### src/rtl/mpbus_pkg.sv
package mpbus_pkg;

    // Per chip-select configuration word (14 bits).
    typedef struct packed {
        logic       wprot;     // [13] reject writes
        logic       ack_mode;  // [12] 1: pin is acknowledge, 0: pin is wait
        logic       wide16;    // [11] 1: 16-bit device, 0: 8-bit device
        logic [4:0] post;      // [10:6] idle gap after each access
        logic [5:0] wstates;   // [5:0] minimum wait states
    } cs_cfg_t;

    localparam int CFG_W = $bits(cs_cfg_t);
    localparam int LANES = 4;

    typedef enum logic [2:0] {
        S_IDLE,
        S_CHECK,
        S_ACCESS,
        S_HOLD,
        S_DONE
    } bus_state_t;

endpackage

### src/rtl/mpbus_sync2.sv
module mpbus_sync2 (
    input  logic clk,
    input  logic rst_n,
    input  logic d,
    output logic q
);
    logic meta_q;

    always_ff @(posedge clk or negedge rst_n) begin
        if (!rst_n) begin
            meta_q <= 1'b0;
            q      <= 1'b0;
        end else begin
            meta_q <= d;
            q      <= meta_q;
        end
    end
endmodule

### src/rtl/mpbus_cs_decode.sv
module mpbus_cs_decode #(
    parameter int NCS  = 6,
    parameter int RW   = 6,
    parameter int IDXW = $clog2(NCS)
) (
    input  logic [RW-1:0]     region,
    input  logic [NCS*RW-1:0] base,
    input  logic [NCS*RW-1:0] mask,
    output logic              hit,
    output logic [IDXW-1:0]   idx
);
    logic [NCS-1:0] match;

    for (genvar g = 0; g < NCS; g++) begin : g_cmp
        assign match[g] = ((region ^ base[g*RW +: RW]) & mask[g*RW +: RW]) == '0;
    end

    // Scan from the top down so the lowest matching index is the last written.
    always_comb begin
        hit = 1'b0;
        idx = '0;
        for (int i = NCS - 1; i >= 0; i--) begin
            if (match[i]) begin
                hit = 1'b1;
                idx = IDXW'(i);
            end
        end
    end
endmodule

### src/rtl/mpbus_watchdog.sv
module mpbus_watchdog #(
    parameter int LIMIT = 1024,
    parameter int CW    = $clog2(LIMIT + 1)
) (
    input  logic clk,
    input  logic rst_n,
    input  logic clr,
    input  logic run,
    output logic expire
);
    logic [CW-1:0] cnt_q;

    always_ff @(posedge clk or negedge rst_n) begin
        if (!rst_n)   cnt_q <= '0;
        else if (clr) cnt_q <= '0;
        else if (run) cnt_q <= cnt_q + 1'b1;
    end

    assign expire = run && (cnt_q == CW'(LIMIT - 1));
endmodule

### src/rtl/mpbus_ctrl.sv
module mpbus_ctrl
    import mpbus_pkg::*;
#(
    parameter int NCS     = 6,
    parameter int TMO_CYC = 1024,
    parameter int INT_AW  = 32,
    parameter int EXT_AW  = 26,
    parameter int EXT_DW  = 16
) (
    input  logic                  clk,
    input  logic                  rst_n,
    input  logic                  req_valid_i,
    output logic                  req_ready_o,
    input  logic                  req_we_i,
    input  logic [INT_AW-1:0]     req_addr_i,
    input  logic [LANES-1:0]      req_be_i,
    input  logic [8*LANES-1:0]    req_wdata_i,
    output logic                  done_o,
    output logic [8*LANES-1:0]    rdata_o,
    output logic                  err_decode_o,
    output logic                  err_wprot_o,
    output logic                  err_timeout_o,
    output logic                  warm_rst_req_o,
    input  logic [NCS*(INT_AW-EXT_AW)-1:0] cs_base_i,
    input  logic [NCS*(INT_AW-EXT_AW)-1:0] cs_mask_i,
    input  logic [NCS*CFG_W-1:0]  cs_cfg_i,
    output logic [EXT_AW-1:0]     ext_addr_o,
    output logic [NCS-1:0]        ext_cs_n_o,
    output logic                  ext_rd_n_o,
    output logic                  ext_wr_n_o,
    output logic [1:0]            ext_be_n_o,
    output logic [EXT_DW-1:0]     ext_data_o,
    output logic                  ext_data_oe_o,
    input  logic [EXT_DW-1:0]     ext_data_i,
    input  logic                  ext_wait_i
);
    localparam int RW   = INT_AW - EXT_AW;
    localparam int IDXW = $clog2(NCS);
    localparam int WDW  = 8 * LANES;

    // Pieces to run: half-words for a 16-bit device, bytes for an 8-bit one.
    function automatic logic [LANES-1:0] piece_mask(input logic [LANES-1:0] be, input logic wide);
        return wide ? {2'b00, |be[3:2], |be[1:0]} : be;
    endfunction

    // First enabled piece at or above 'from'; bit 2 set means none left.
    function automatic logic [2:0] pick_piece(input logic [LANES-1:0] en, input logic [2:0] from);
        logic [2:0] r;
        r = 3'b100;
        for (int k = LANES - 1; k >= 0; k--) begin
            if (k >= int'(from) && en[k]) r = 3'(k);
        end
        return r;
    endfunction

    bus_state_t state_q, state_d;

    logic              we_q;
    logic [INT_AW-1:0] addr_q;
    logic [LANES-1:0]  be_q;
    logic [WDW-1:0]    wdata_q;
    logic [WDW-1:0]    rbuf_q;
    cs_cfg_t           cfg_q;
    logic [IDXW-1:0]   csi_q;
    logic [1:0]        piece_q;
    logic              last_q;
    logic [5:0]        wcnt_q;
    logic [4:0]        pcnt_q;
    logic              e_dec_q, e_wp_q, e_tmo_q;

    logic              dec_hit;
    logic [IDXW-1:0]   dec_idx;
    cs_cfg_t           cfg_sel;
    logic [2:0]        first_pc, next_pc;
    logic              wait_s, acc_done, tmo_exp, chk_stop;
    logic [WDW-1:0]    lane_mask;

    mpbus_cs_decode #(.NCS(NCS), .RW(RW), .IDXW(IDXW)) u_dec (
        .region (addr_q[INT_AW-1 -: RW]),
        .base   (cs_base_i),
        .mask   (cs_mask_i),
        .hit    (dec_hit),
        .idx    (dec_idx)
    );

    mpbus_sync2 u_sync (
        .clk   (clk),
        .rst_n (rst_n),
        .d     (ext_wait_i),
        .q     (wait_s)
    );

    mpbus_watchdog #(.LIMIT(TMO_CYC)) u_wdog (
        .clk    (clk),
        .rst_n  (rst_n),
        .clr    ((state_q != S_ACCESS) || acc_done),
        .run    (state_q == S_ACCESS),
        .expire (tmo_exp)
    );

    assign cfg_sel  = cs_cfg_t'(cs_cfg_i[dec_idx*CFG_W +: CFG_W]);
    assign first_pc = pick_piece(piece_mask(be_q, cfg_sel.wide16), 3'd0);
    assign next_pc  = pick_piece(piece_mask(be_q, cfg_q.wide16), {1'b0, piece_q} + 3'd1);
    assign chk_stop = !dec_hit || (we_q && cfg_sel.wprot) || first_pc[2];
    assign acc_done = (wcnt_q >= cfg_q.wstates) && (cfg_q.ack_mode ? wait_s : !wait_s);

    for (genvar l = 0; l < LANES; l++) begin : g_lane
        assign lane_mask[8*l +: 8] = {8{be_q[l]}};
    end

    // State and datapath registers.
    always_ff @(posedge clk or negedge rst_n) begin
        if (!rst_n) begin
            state_q <= S_IDLE;
            we_q    <= 1'b0;
            addr_q  <= '0;
            be_q    <= '0;
            wdata_q <= '0;
            rbuf_q  <= '0;
            cfg_q   <= '0;
            csi_q   <= '0;
            piece_q <= '0;
            last_q  <= 1'b0;
            wcnt_q  <= '0;
            pcnt_q  <= '0;
            e_dec_q <= 1'b0;
            e_wp_q  <= 1'b0;
            e_tmo_q <= 1'b0;
        end else begin
            state_q <= state_d;
            unique case (state_q)
                S_IDLE: if (req_valid_i) begin
                    we_q    <= req_we_i;
                    addr_q  <= req_addr_i;
                    be_q    <= req_be_i;
                    wdata_q <= req_wdata_i;
                    rbuf_q  <= '0;
                    e_dec_q <= 1'b0;
                    e_wp_q  <= 1'b0;
                    e_tmo_q <= 1'b0;
                end
                S_CHECK: begin
                    cfg_q   <= cfg_sel;
                    csi_q   <= dec_idx;
                    piece_q <= first_pc[1:0];
                    wcnt_q  <= '0;
                    if (!dec_hit)                      e_dec_q <= 1'b1;
                    else if (we_q && cfg_sel.wprot)    e_wp_q  <= 1'b1;
                end
                S_ACCESS: begin
                    if (acc_done) begin
                        if (!we_q) begin
                            if (cfg_q.wide16) rbuf_q[EXT_DW*piece_q[0] +: EXT_DW] <= ext_data_i;
                            else              rbuf_q[8*piece_q +: 8]              <= ext_data_i[7:0];
                        end
                        piece_q <= next_pc[1:0];
                        last_q  <= next_pc[2];
                        wcnt_q  <= '0;
                        pcnt_q  <= '0;
                    end else if (tmo_exp) begin
                        e_tmo_q <= 1'b1;
                    end else if (wcnt_q != '1) begin
                        wcnt_q <= wcnt_q + 1'b1;
                    end
                end
                S_HOLD:  pcnt_q <= pcnt_q + 1'b1;
                S_DONE:  ;
                default: ;
            endcase
        end
    end

    // Next-state logic.
    always_comb begin
        state_d = state_q;
        unique case (state_q)
            S_IDLE:   if (req_valid_i) state_d = S_CHECK;
            S_CHECK:  state_d = chk_stop ? S_DONE : S_ACCESS;
            S_ACCESS: begin
                if (acc_done) begin
                    if (cfg_q.post != '0) state_d = S_HOLD;
                    else                  state_d = next_pc[2] ? S_DONE : S_ACCESS;
                end else if (tmo_exp) begin
                    state_d = S_DONE;
                end
            end
            S_HOLD:   if (pcnt_q == cfg_q.post - 5'd1) state_d = last_q ? S_DONE : S_ACCESS;
            S_DONE:   state_d = S_IDLE;
            default:  state_d = S_IDLE;
        endcase
    end

    // Outputs.
    always_comb begin
        req_ready_o    = (state_q == S_IDLE);
        done_o         = (state_q == S_DONE);
        err_decode_o   = done_o && e_dec_q;
        err_wprot_o    = done_o && e_wp_q;
        err_timeout_o  = done_o && e_tmo_q;
        warm_rst_req_o = done_o && e_tmo_q;
        rdata_o        = rbuf_q & lane_mask;
        ext_cs_n_o     = '1;
        ext_rd_n_o     = 1'b1;
        ext_wr_n_o     = 1'b1;
        ext_data_oe_o  = 1'b0;
        ext_be_n_o     = 2'b11;
        ext_data_o     = '0;
        ext_addr_o     = '0;
        if (state_q == S_ACCESS) begin
            ext_cs_n_o[csi_q] = 1'b0;
            ext_rd_n_o        = we_q;
            ext_wr_n_o        = !we_q;
            ext_data_oe_o     = we_q;
            if (cfg_q.wide16) begin
                ext_addr_o = {addr_q[EXT_AW-1:2], piece_q[0], 1'b0};
                ext_be_n_o = ~be_q[2*piece_q[0] +: 2];
                ext_data_o = wdata_q[EXT_DW*piece_q[0] +: EXT_DW];
            end else begin
                ext_addr_o = {addr_q[EXT_AW-1:2], piece_q};
                ext_be_n_o = 2'b10;
                ext_data_o = {{(EXT_DW-8){1'b0}}, wdata_q[8*piece_q +: 8]};
            end
        end
    end
endmodule

### config.mk
export PLATFORM = sky130hd
export DESIGN_NAME = mpbus_ctrl
export DESIGN_NICKNAME = d
export VERILOG_FILES = /design/src/rtl/mpbus_pkg.sv /design/src/rtl/mpbus_sync2.sv /design/src/rtl/mpbus_cs_decode.sv /design/src/rtl/mpbus_watchdog.sv /design/src/rtl/mpbus_ctrl.sv
export SDC_FILE = /design/constraint.sdc
export NUM_CORES = 1
export LEC_CHECK = 0
export ABC_AREA = 1
export BUFFER_PORTS_ARGS = -buffer_cell sky130_fd_sc_hd__buf_2
export CAP_MARGIN = 0
export CORE_MARGIN = 2
export CORE_UTILIZATION = 45
export DETAILED_ROUTE_END_ITERATION = 7
export GPL_TIMING_DRIVEN = 0
export PLACE_DENSITY_LB_ADDON = 0.15
export SLEW_MARGIN = 10
export SYNTH_ARGS = -nofsm -noshare
export SYNTH_HDL_FRONTEND = slang
export SYNTH_SLANG_ARGS = --single-unit
### constraint.sdc
create_clock -name clk -period 2.5 [get_ports clk]
set_input_delay 0.75 -clock clk [delete_from_list [all_inputs] [get_ports clk]]
set_output_delay 0.75 -clock clk [all_outputs]
set_load 0.05 [all_outputs]
Word level (Yosys, flattened, before mapping)

Cells that the tools add are included.

Logic and storage cells: 191
Bits in registers: 150
Output and inout bits: 91
Input bits: 245

Bitwise gates (word level): 15
Reduce and logical (&&, ||, !) cells: 42
Equal/unequal tests: 20
$add $sub $neg: 7
Shifts and indexed selects: 8
Magnitude comparators: 7
Multiply operators: 1
Muxes and demuxes: 70

Operators by type and width:

| cell                                                                     | number |
|---|---|
| 32-bit two-way mux                                                       | 4 |
| 84-bit by 8-bit variable part select with 14-bit output                  | 1 |
| 5-bit negation with 34-bit output                                        | 2 |
| 3-bit two-way mux                                                        | 22 |
| 32-bit bitwise mux                                                       | 2 |
| 32-bit case mux with 2 select lines                                      | 1 |
| 6-bit AND                                                                | 6 |
| 6-bit zero test                                                          | 6 |
| 6-bit bitwise XOR                                                        | 6 |
| 16-bit by 34-bit variable shift with 32-bit output, first input constant | 1 |
| 8-bit by 34-bit variable shift with 32-bit output, first input constant  | 1 |
| 16-bit by 34-bit variable part select with 32-bit output                 | 1 |
| 8-bit by 34-bit variable part select with 32-bit output                  | 1 |
| 32-bit AND                                                               | 1 |
| 16-bit two-way mux                                                       | 2 |
| 32-bit by 6-bit variable part select with 16-bit output                  | 1 |
| 32-bit by 6-bit variable part select with 8-bit output                   | 1 |
| 26-bit two-way mux                                                       | 1 |
| 6-bit two-way mux                                                        | 4 |
| 11-bit two-way mux                                                       | 2 |
| 2-bit inequality test, second input constant                             | 9 |
| 1-bit two-way mux                                                        | 17 |
| 3-bit case mux with 4 select lines                                       | 1 |
| 6-bit case mux with 2 select lines                                       | 1 |
| 39 further kinds                                                         | 76 |

Longest topological paths before layout

Gate-level depths: netlist of run 1.

Depth in word-level cells: 19
Depth in mapped cells: 21
Mapped depth without buffers: 21

By module

A second synthesis of run 1 with hierarchy kept.

Cell total of the unflattened synthesis: 1394
Area, all modules: 9635.5 um2

By module, submodules not included:

| module          | area an instance (um2) | cells an instance | seq. area each (um2) | instances |
|---|---|---|---|---|
| mpbus_ctrl      | 8149.1                 | 1144              | 3378.2               | 1 |
| mpbus_cs_decode | 772.0                  | 159               | 0.0                  | 1 |
| mpbus_watchdog  | 664.4                  | 89                | 275.3                | 1 |
| mpbus_sync2     | 50.0                   | 2                 | 50.0                 | 1 |

Least setup slack after synthesis of run 1

OpenSTA, ideal clock, no wires.

Kind: reg-to-output
Start: register state_q[0]
End: output port warm_rst_req_o
Data required time: 1750 ps
Data arrival time: 2456 ps
Slack: -706 ps
Buffers on the path: 1
Stages on the path, launching flop included: 7
Cells stage by stage: dfrtp_1 nor2_1 inv_1 nor2_1 inv_1 nor2_1 buf_4

Longest elaborated chain between the ends: 2

RTL lines:

| what                     | line              | text |
|---|---|---|
| start: declaration       | mpbus_ctrl.sv:56  | `bus_state_t state_q, state_d;` |
| start signal: assignment | mpbus_ctrl.sv:130 | `state_q <= state_d;` |
| 3-bit == test            | mpbus_ctrl.sv:196 | `done_o = (state_q == S_DONE);` |
| net done_o               | mpbus_ctrl.sv:18  | `output logic done_o,` |
| 1-bit logical AND        | n/a               |  |
| end: declaration         | mpbus_ctrl.sv:23  | `output logic warm_rst_req_o,` |

The timed path passes the listed nets, and every way through them passes these cells.

Final worst setup path of run 1

Start: register state_q[2]
End: output port ext_data_o[1]

Longest elaborated chain between the ends: 2

RTL lines:

| what                                     | line              | text |
|---|---|---|
| 3-bit by 2-bit == test with 1-bit output | mpbus_ctrl.sv:209 | `if (state_q == S_ACCESS) begin` |
| 16-bit two-way mux                       | mpbus_ctrl.sv:209 |  |
| end: declaration                         | mpbus_ctrl.sv:32  | `output logic [EXT_DW-1:0] ext_data_o,` |

Every way passes these cells.

==> results of run 1 <==
## worst paths after layout
kind / startpoint / endpoint / cells past startpoint
max in group asynchronous: rst_n / state_q[2] / 2
worst min-delay path: rst_n / wdata_q[4] / 1
worst min register to register: u_sync.meta_q / u_sync.q / 0
worst max-delay path: state_q[2] / ext_data_o[1] / 9
worst max register to register: wcnt_q[4] / rbuf_q[11] / 11
min in group clk: u_sync.meta_q / u_sync.q / 0
## flip-flops by register name, summed over array words and instances, names as in the netlist
register,flops
be_q,4
state_q,3
u_sync.meta_q,1
we_q,1
pcnt_q,5
u_wdog.cnt_q,11
cfg_q,13
e_wp_q,1
piece_q,2
wcnt_q,6
csi_q,3
rbuf_q,32
e_dec_q,1
addr_q,30
u_sync.q,1
last_q,1
e_tmo_q,1
wdata_q,32
## power groups by stage
stage / combinational [mW] / clock [mW] / sequential, mW
after floorplan: 0.765 / 0 / 2.53
after global placement: 1.20 / 0 / 2.53
after detailed placement: 1.21 / 0 / 2.54
after CTS: 1.32 / 2.82 / 2.49
after global routing: 1.44 / 2.92 / 2.50
final: 1.34 / 2.79 / 2.50
## cell usage after synthesis, types with 2 or more instances
master / n / area [µm²]
nor2_1: 124 / 465
o221ai_1: 9 / 78.8
mux2_2: 16 / 180
inv_1: 160 / 601
buf_6: 7 / 78.8
nor3_1: 11 / 55.1
o21bai_1: 3 / 22.5
nor2_4: 2 / 22.5
nor2_2: 11 / 68.8
xnor2_1: 2 / 17.5
dfrtp_1: 148 / 3700
inv_2: 11 / 41.3
or2_1: 8 / 50.1
xor2_1: 6 / 52.6
nand3_2: 2 / 20.0
clkbuf_1: 31 / 116
ha_1: 16 / 200
or2_2: 3 / 18.8
o21ai_2: 2 / 17.5
o21a_1: 3 / 22.5
buf_2: 9 / 45.0
nand2_1: 330 / 1240
nand3_1: 55 / 275
nand4_1: 5 / 31.3
o22ai_1: 26 / 163
nor3_2: 2 / 20.0
nand2_2: 7 / 43.8
o211ai_1: 18 / 135
a22oi_1: 3 / 22.5
nand3b_4: 3 / 60.1
buf_4: 5 / 37.5
o31ai_1: 11 / 82.6
o21ai_1: 26 / 130
mux2i_1: 7 / 70.1
and3_1: 2 / 12.5
nand2_4: 3 / 33.8
a21oi_1: 28 / 140
o32ai_1: 2 / 17.5
o211ai_2: 3 / 37.5
or2_0: 2 / 12.5
o21ai_0: 111 / 556
a31oi_1: 7 / 43.8
nor3_4: 3 / 48.8
## final cells by class
class / count / area (µm²) / area share [%]
inverters: 173 / 678 / 5.00
flip-flops and latches: 148 / 3710 / 27.3
repair buffers: 379 / 2560 / 18.9
well taps: 270 / 338 / 2.49
clock inverters: 14 / 200 / 1.48
clock buffers: 18 / 439 / 3.24
plain buffers: 51 / 455 / 3.36
multi-input cells: 884 / 5160 / 38.1
diodes: 8 / 20.0 / 0.148
## repair_timing
item	CTS	global route
gates resized for setup	207	67
gates cloned	4	1
pin swaps	12	15
hold buffers	0	0
setup endpoints to repair	96	161
buffers inserted	25	16
## kinds of logic (layout without fill, tap and decap cells)
group / after synthesis / count (layout)
other cells: 0 / 8
mux: 23 / 23
compound gates: 259 / 259
flops: 148 / 148
xor+xnor: 8 / 8
simple gates: 578 / 578
buf+inv: 228 / 635
fa+ha+maj: 16 / 16
## cells in the final DEF, fill, tap and decap left out, types with 14 or more instances in the layout
| master | count |
|---|---|
| a21oi_1 | 28 |
| buf_2 | 280 |
| buf_4 | 44 |
| buf_6 | 55 |
| buf_8 | 15 |
| clkbuf_16 | 25 |
| dfrtp_1 | 145 |
| ha_1 | 16 |
| inv_1 | 155 |
| mux2_2 | 16 |
| nand2_1 | 329 |
| nand3_1 | 52 |
| nor2_1 | 89 |
| nor2_2 | 14 |
| nor2_4 | 34 |
| o211ai_1 | 18 |
| o21ai_0 | 108 |
| o21ai_1 | 25 |
| o22ai_1 | 19 |
## worst reg2reg max path, delay by kind of cell (launching register included)
kind	cells	cell delay, ns
AND/OR/NAND/NOR	5	0.63
adder cells (fa/ha/maj)	1	0.29
AO/OA/AOI/OAI	2	0.27
multiplexers	1	0.38
buffers and inverters	2	0.22
flip-flops	1	0.42
## metal layers
metal,up-vias,wire length (µm)
li1,4899,-
met1,4684,13500
met2,423,16300
met3,75,2310
met4,2,990
met5,-,13
==> results.sh, run 1 <==
export IMPL_status="finished with violations"
export IMPL_violations="setup timing"
export IMPL_max_stage_delay_ns=0.43
export IMPL_grt_use_total_pct=29.7
export IMPL_rrSetupSlack_ns=0.16
export IMPL_synth_top_family_by_area="simple AND/OR/NAND/NOR gates"
export IMPL_dp_cells=1864
export IMPL_die_y_um=148
export IMPL_startpoint_type="register"
export IMPL_start_util_pct=45.9
export IMPL_place_area_um2=11700
export IMPL_finalSetupViolations=44
export IMPL_clockPowerShare_pct=42.1
export IMPL_async_flop_share_pct=100
export IMPL_setup_slack_ns=-0.372
export IMPL_drv_slew=0
export IMPL_power_share_combinational_pct=20.2
export IMPL_power_leakage_nw=7.20
export IMPL_gr_usage_met1_pct=36.4
export IMPL_h_tree_depth=4
export IMPL_clock_sinks=148
export IMPL_grt_pass1_vias=9962
export IMPL_viasPerCell=5.18
export IMPL_hpwl_um=24000
export IMPL_clockBufferDepth=2
export IMPL_portBuffers=333
export IMPL_max_clock_freq_mhz=348
export IMPL_syn_nets=1521
export IMPL_synthXorXnorAreaFrac_pct=0.755
export IMPL_seq_power_share_pct=37.7
export IMPL_p_switching_mw=1.91
export IMPL_synth_area_um2=9280
export IMPL_ys_flop_type="dfrtp_1"
export IMPL_drc_errors=0
export IMPL_synth_cell_type_count=60
export IMPL_ys_warn_count=0
export IMPL_via_count=10100
export IMPL_critPathArrivalTime_ns=2.12
export IMPL_rsz0062_at_grt="yes"
export IMPL_fin_area_um2=13600
export IMPL_ios=336
export IMPL_p_sw_share_pct=28.9
export IMPL_crit_required_ns=1.75
export IMPL_antenna_found_initial=9
export IMPL_grt_use_met2_pct=50.9
export IMPL_dpl_worst_slack_ns=-0.605
export IMPL_avgSynthCellArea_um2=7.37
export IMPL_grt_max_degree=109
export IMPL_nets=1915
export IMPL_critPathTopFamily="buffers and inverters"
export IMPL_drive_gt1_share_pct=35.9
export IMPL_period_share_pct=115
export IMPL_end_kind="primary output"
export IMPL_clkLatencyLatePin_ns=0.43
export IMPL_ys_ff_latch=148
export IMPL_areaGrowthSynthToFinish_pct=46.1
export IMPL_drt_iter0_drc=561
export IMPL_synth_simple_area_share_pct=27.4
export IMPL_cts_root_buf="clkbuf_16"
export IMPL_setup_tns_ns=-7.66
export IMPL_busiest_layer="met2"
export IMPL_cp_cell_sequence="nor3_4, inv_2, nor2_4, inv_8, nor2_4, inv_4, clkbuf_16, o221ai_4, buf_6"
export IMPL_min_path_type="in -> async"
export IMPL_synth_edf_count=0
export IMPL_grt_pass1_wl_um=50900
export IMPL_synth_seq_area_share_pct=39.9
export IMPL_grt_ovfl_total=0
export IMPL_netlist_instances=1260
export IMPL_finalWirelength_um=33100
export IMPL_synth_compound_area_share_pct=16.6
export IMPL_crit_top_cell="nor2_4"
export IMPL_hold_violations=0
export IMPL_wire_per_inst_um=17.0
export IMPL_core_rowCount=52
export IMPL_crit_type="reg -> out"
export IMPL_holdWs_ns=0.188
export IMPL_path_max_fanout=6
export IMPL_gp_congestion=0.962
export IMPL_maxSlewHeadroom_pct=43.4
export IMPL_worst_pin_slew_ns=0.843
export IMPL_dieArea_um2=21800
export IMPL_yosys_area_share_adder_pct=2.16
export IMPL_drv_cap=0
export IMPL_finalCriticalPeriod_ns=2.87
export IMPL_core_um2=20200
export IMPL_die_x_um=148
export IMPL_fin_util_pct=67.0
export IMPL_ir_worst_vdd_mv=0.454
export IMPL_intPower_mw=4.71
export IMPL_finalPower_mw=6.63
export IMPL_dr_pass1_iters=5
export IMPL_num_fill_cells=1707
export IMPL_fin_skew_ns=0.0159
export IMPL_cts_tree="yes"
export IMPL_power_density_nw_per_um2=489
export IMPL_numCtsBuffers=17
export IMPL_ant_nets=0
export IMPL_crit_buf_inv=5
export IMPL_clk_pin_slew_ns=0.07
export IMPL_met3_usage_pct=6.54
export IMPL_cp_slowest_cell="dfrtp_2"
export IMPL_synth_mux_area_share_pct=2.70
export IMPL_stdcell_count=1945
Power figures use the tool's default switching activity.
==> inputs of run 2 (changes only) <==
--- a/config.mk
+++ b/config.mk
@@ -12,7 +12,7 @@
 export CORE_UTILIZATION = 45
 export DETAILED_ROUTE_END_ITERATION = 7
 export GPL_TIMING_DRIVEN = 0
-export PLACE_DENSITY_LB_ADDON = 0.15
+export PLACE_DENSITY = 0.82
 export SLEW_MARGIN = 10
 export SYNTH_ARGS = -nofsm -noshare
 export SYNTH_HDL_FRONTEND = slang
==> results.sh, run 2 (synthesis results as in run 1) <==
export IMPL_h_tree_depth=4
export IMPL_clkLatencyLatePin_ns=0.43
export IMPL_power_leakage_nw=7.25
export IMPL_p_sw_share_pct=29.8
export IMPL_finalCriticalPeriod_ns=2.92
export IMPL_drive_gt1_share_pct=36.5
export IMPL_drv_slew=0
export IMPL_clockPowerShare_pct=39.9
export IMPL_intPower_mw=4.48
export IMPL_path_max_fanout=5
export IMPL_nets=1926
export IMPL_max_clock_freq_mhz=342
export IMPL_fin_skew_ns=0.0135
export IMPL_violations="setup timing"
export IMPL_hold_buffers=0
export IMPL_layout_common_cells="327 x nand2_1, 277 x buf_2, 155 x inv_1, 144 x dfrtp_1, 94 x o21ai_0"
export IMPL_maxSlewHeadroom_pct=38.8
export IMPL_final_common_cell="nand2_1"
export IMPL_place_area_um2=11700
export IMPL_rrSetupSlack_ns=-0.04
export IMPL_cts_tree="yes"
export IMPL_grt_pass1_wl_um=53200
export IMPL_end_kind="primary output"
export IMPL_antenna_found_initial=8
export IMPL_worst_r2r_path_depth=15
export IMPL_hpwl_um=24300
export IMPL_crit_type="reg -> out"
export IMPL_p_switching_mw=1.91
export IMPL_grt_use_total_pct=31.0
export IMPL_critPathArrivalTime_ns=2.17
export IMPL_min_path_type="in -> async"
export IMPL_num_fill_cells=1653
export IMPL_setup_slack_ns=-0.423
export IMPL_areaGrowthSynthToFinish_pct=48.5
export IMPL_period_share_pct=117
export IMPL_grt_ovfl_total=0
export IMPL_status="finished with violations"
export IMPL_clk_pin_slew_ns=0.06
export IMPL_power_share_combinational_pct=21.0
export IMPL_dieArea_um2=21800
export IMPL_start_util_pct=45.9
export IMPL_gp_congestion=0.886
export IMPL_finalSetupViolations=54
export IMPL_hold_violations=0
export IMPL_power_density_nw_per_um2=464
export IMPL_grt_pass1_vias=10200
export IMPL_ant_nets=0
export IMPL_drt_iter0_drc=795
export IMPL_via_count=10500
export IMPL_grt_max_degree=86
export IMPL_fin_util_pct=68.1
export IMPL_seq_power_share_pct=39.1
export IMPL_worst_pin_slew_ns=0.911
export IMPL_clockBufferDepth=2
export IMPL_dr_pass1_iters=5
export IMPL_core_um2=20200
export IMPL_rsz0062_at_grt="yes"
export IMPL_die_y_um=148
export IMPL_finalWirelength_um=34900
export IMPL_ir_worst_vdd_mv=0.493
export IMPL_cts_root_buf="clkbuf_16"
export IMPL_die_x_um=148
export IMPL_drv_cap=0
export IMPL_core_rowCount=52
export IMPL_startpoint_type="register"
export IMPL_drc_errors=0
export IMPL_portBuffers=333
export IMPL_reg2reg_from="state_q[0]"
export IMPL_numCtsBuffers=17
export IMPL_reg2reg_to="rbuf_q[18]"
export IMPL_crit_required_ns=1.75
export IMPL_ios=336
export IMPL_wire_per_inst_um=17.8
export IMPL_viasPerCell=5.39
export IMPL_reg_top3="rbuf_q (32), wdata_q (32), addr_q (30)"
export IMPL_fin_area_um2=13800
export IMPL_clock_sinks=148
run 2: per-layer routing:
layer  routed length (µm)  vias to the layer above  part of all wire, %  track usage [%]
met5                    0                        -                    0                0
met4                 1580                        0                  4.5             14.9
li1                     -                     4914                    -                -
met1                13300                     4956                   38             37.5
met2                17000                      568                   49             52.4
met3                 2950                      111                  8.5             6.91
run 2: final cells by class:
class	count	area [µm²]	area share (%)
Clock buffer	17	425	3.09
Inverter	173	678	4.92
Multi-Input combinational cell	884	5250	38.1
Timing Repair Buffer	390	2710	19.7
Clock inverter	15	155	1.13
Sequential cell	148	3710	26.9
Buffer	51	490	3.56
Antenna cell	9	22.5	0.163
Tap cell	270	338	2.45
run 2: how the worst max path moves through the flow:
stage / from / endpoint / slack [ns] / depth (start not counted)
final: state_q[0] / ext_data_o[7] / -0.42 / 9
after global routing: state_q[1] / ext_data_o[7] / -0.51 / 10
after CTS: state_q[0] / ext_data_o[7] / -0.46 / 10
after detailed placement: state_q[1] / ext_data_o[0] / -0.52 / 11
after global placement: rst_n / addr_q[10] / -1.51 / 1
after floorplan: state_q[1] / ext_addr_o[10] / -0.21 / 6
run 2: worst max-delay path, cell delays in order, from the launching register on:
cell and delay [ns]:
dfrtp_1 0.43, nor3_4 0.28, inv_4 0.08, nor2_4 0.14
inv_8 0.05, nor2_4 0.10, inv_2 0.11, buf_12 0.17
o221ai_4 0.19, buf_6 0.19
run 2: what timing repair did:
item	4_1_cts	5_1_grt
setup endpoints to repair	91	173
hold endpoints to repair	0	0
pin swaps	12	18
setup buffers	38	19
cloned	4	3
gates resized for setup	210	126
run 2: stage by stage:
step	instances	total power, mW	hold WS [ns]	setup TNS (ns)	setup slack, ns
floorplan	1260	3.29	0.331	-6.03	-0.207
global placement	1863	3.72	0.355	-241.37	-1.51
detailed placement	1864	3.74	0.349	-22.85	-0.516
CTS	1936	6.37	0.264	-14.70	-0.461
global route	1956	6.62	0.292	-20.08	-0.512
finish	1957	6.39	0.252	-15.18	-0.423
run 2: power groups by stage:
stage / combinational, mW / clock (mW) / sequential (mW)
detailed placement: 1.21 / 0 / 2.54
CTS: 1.31 / 2.56 / 2.50
global route: 1.45 / 2.67 / 2.50
floorplan: 0.765 / 0 / 2.53
global placement: 1.19 / 0 / 2.53
finish: 1.34 / 2.55 / 2.50
==> inputs of run 3 (changes only) <==
--- a/config.mk
+++ b/config.mk
@@ -6,11 +6,11 @@
 export NUM_CORES = 1
 export LEC_CHECK = 0
 export ABC_AREA = 1
-export BUFFER_PORTS_ARGS = -buffer_cell sky130_fd_sc_hd__buf_2
 export CAP_MARGIN = 0
 export CORE_MARGIN = 2
-export CORE_UTILIZATION = 45
+export CORE_UTILIZATION = 58
 export DETAILED_ROUTE_END_ITERATION = 7
+export DONT_BUFFER_PORTS = 1
 export GPL_TIMING_DRIVEN = 0
 export PLACE_DENSITY = 0.82
 export SLEW_MARGIN = 10
==> results.sh, run 3 (synthesis results as in run 1) <==
export IMPL_clockBufferDepth=2
export IMPL_p_switching_mw=1.73
export IMPL_finalPower_mw=6.26
export IMPL_clockPowerShare_pct=44.7
export IMPL_reg_top3="rbuf_q (32), wdata_q (32), addr_q (30)"
export IMPL_nets=1588
export IMPL_rsz0062_at_grt="yes"
export IMPL_start_util_pct=58.9
export IMPL_setup_slack_ns=-0.489
export IMPL_gp_congestion=0.943
export IMPL_finalSetupViolations=82
export IMPL_grt_use_total_pct=36.8
export IMPL_worst_pin_slew_ns=0.831
export IMPL_hpwl_um=21700
export IMPL_core_um2=15800
export IMPL_crit_buf_inv=4
export IMPL_layout_common_cells="327 x nand2_1, 156 x inv_1, 145 x dfrtp_1, 96 x o21ai_0, 89 x nor2_1"
export IMPL_final_common_cell="nand2_1"
export IMPL_finalWirelength_um=32700
export IMPL_end_kind="primary output"
export IMPL_areaGrowthSynthToFinish_pct=25.2
export IMPL_clock_sinks=148
export IMPL_multi_input_area_um2=5290
export IMPL_cp_cell_sequence="nor3_4, inv_4, nor2_4, inv_8, nor2_4, inv_4, clkbuf_16, o221ai_4"
export IMPL_drive_gt1_share_pct=20.3
export IMPL_period_share_pct=120
export IMPL_grt_pass1_wl_um=47200
export IMPL_seq_area_um2=3710
export IMPL_crit_required_ns=1.75
export IMPL_ir_worst_vdd_mv=0.481
export IMPL_max_stage_delay_ns=0.42
export IMPL_drv_slew=0
export IMPL_maxSlewHeadroom_pct=44.2
export IMPL_p_sw_share_pct=27.6
export IMPL_clkLatencyLatePin_ns=0.44
export IMPL_power_density_nw_per_um2=538
export IMPL_holdWs_ns=0.00811
export IMPL_cts_tree="yes"
export IMPL_dr_max_layer_used="met4"
export IMPL_viasPerCell=6.03
export IMPL_ant_nets=0
export IMPL_critPathArrivalTime_ns=2.24
export IMPL_wire_per_inst_um=21.0
export IMPL_drc_errors=0
export IMPL_numCtsBuffers=17
export IMPL_wl_met3_um=3850
export IMPL_wl_met1_um=11300
export IMPL_min_path_type="in -> async"
export IMPL_drt_iter0_drc=653
export IMPL_hold_violations=0
export IMPL_violations="setup timing"
export IMPL_clk_pin_slew_ns=0.06
export IMPL_drv_cap=0
export IMPL_die_x_um=131
export IMPL_status="finished with violations"
export IMPL_dpl_worst_slack_ns=-0.766
export IMPL_seq_power_share_pct=39.9
export IMPL_met2_wirelength_um=15900
export IMPL_path_max_fanout=5
export IMPL_num_fill_cells=1150
export IMPL_critPathTopFamily="simple AND/OR/NAND/NOR gates"
export IMPL_fin_skew_ns=0.0104
export IMPL_cts_root_buf="clkbuf_16"
export IMPL_dr_pass1_iters=5
export IMPL_h_tree_depth=4
export IMPL_power_share_combinational_pct=15.4
export IMPL_power_leakage_nw=5.74
export IMPL_die_y_um=131
export IMPL_setup_tns_ns=-21.50
export IMPL_crit_type="reg -> out"
export IMPL_core_rowCount=46
export IMPL_finalCriticalPeriod_ns=2.99
export IMPL_cp_slowest_cell="dfrtp_1"
export IMPL_portBuffers=0
export IMPL_dieArea_um2=17000
export IMPL_intPower_mw=4.53
export IMPL_ios=336
export IMPL_antenna_found_initial=2
export IMPL_grt_ovfl_total=0
export IMPL_grt_pass1_vias=8905
export IMPL_grt_max_degree=149
export IMPL_max_clock_freq_mhz=335
export IMPL_startpoint_type="register"
export IMPL_via_count=9398
[run 3: worst register-to-register path, stage by stage (launching register included)]
cell and delay [ns]:
dfrtp_1 0.42, nor3_4 0.29, inv_4 0.09, buf_4 0.15, nor2_4 0.35, clkinvlp_4 0.45
o211ai_4 0.26, buf_6 0.17, nor2_4 0.05, buf_6 0.14, o211ai_1 0.11, o21a_1 0.16
[run 3: path summary, 6_finish.rpt]
check	start	end	slack, ns	cells after the start
worst max register to register	state_q[0]	rbuf_q[18]	-0.19	11
worst max-delay path	state_q[0]	ext_data_o[7]	-0.49	8
max in group asynchronous	rst_n	addr_q[3]	2.26	0
worst min register to register	u_sync.meta_q	u_sync.q	0.35	0
worst min-delay path	rst_n	csi_q[2]	0.008	0
min in group clk	ext_wait_i	u_sync.meta_q	0.34	0
[run 3: power by group through the flow]
stage	clock network (mW)	registers (mW)	logic (mW)
after global routing	2.88	2.50	1.04
after CTS	2.77	2.49	0.945
final	2.79	2.50	0.966
after floorplan	0	2.53	0.765
after detailed placement	0	2.54	0.905
after global placement	0	2.53	0.889
[run 3: metrics by stage]
stage,util [%],instance area [µm²],std cells
after floorplan,-,9610,1260
after global placement,62.7,9880,1476
after detailed placement,62.7,9880,1476
after CTS,71.5,11300,1538
after global routing,73.7,11600,1558
final,73.7,11600,1558
[run 3: area by class of cell]
cell class,instances,area share (%)
Antenna cell,2,0.0431
Sequential cell,148,31.9
Inverter,173,5.93
Clock buffer,24,4.14
Multi-Input combinational cell,885,45.5
Timing Repair Buffer,49,4.54
Clock inverter,8,1.26
Buffer,53,4.36
Tap cell,216,2.33
[run 3: timing repair]
| item | CTS | global route |
|---|---|---|
| cloned | 5 | 3 |
| hold buffers | 0 | 0 |
| gates resized for setup | 127 | 72 |
| endpoints found under the setup margin | 167 | 170 |
| buffers inserted | 26 | 18 |
| pin swaps | 18 | 26 |
[run 3: routing by layer]
metal | up-vias | global-route usage [%]
met1 | 4454 | 42.6
met5 | - | 0
li1 | 4224 | -
met2 | 584 | 59.9
met3 | 136 | 13.9
met4 | 0 | 19.0
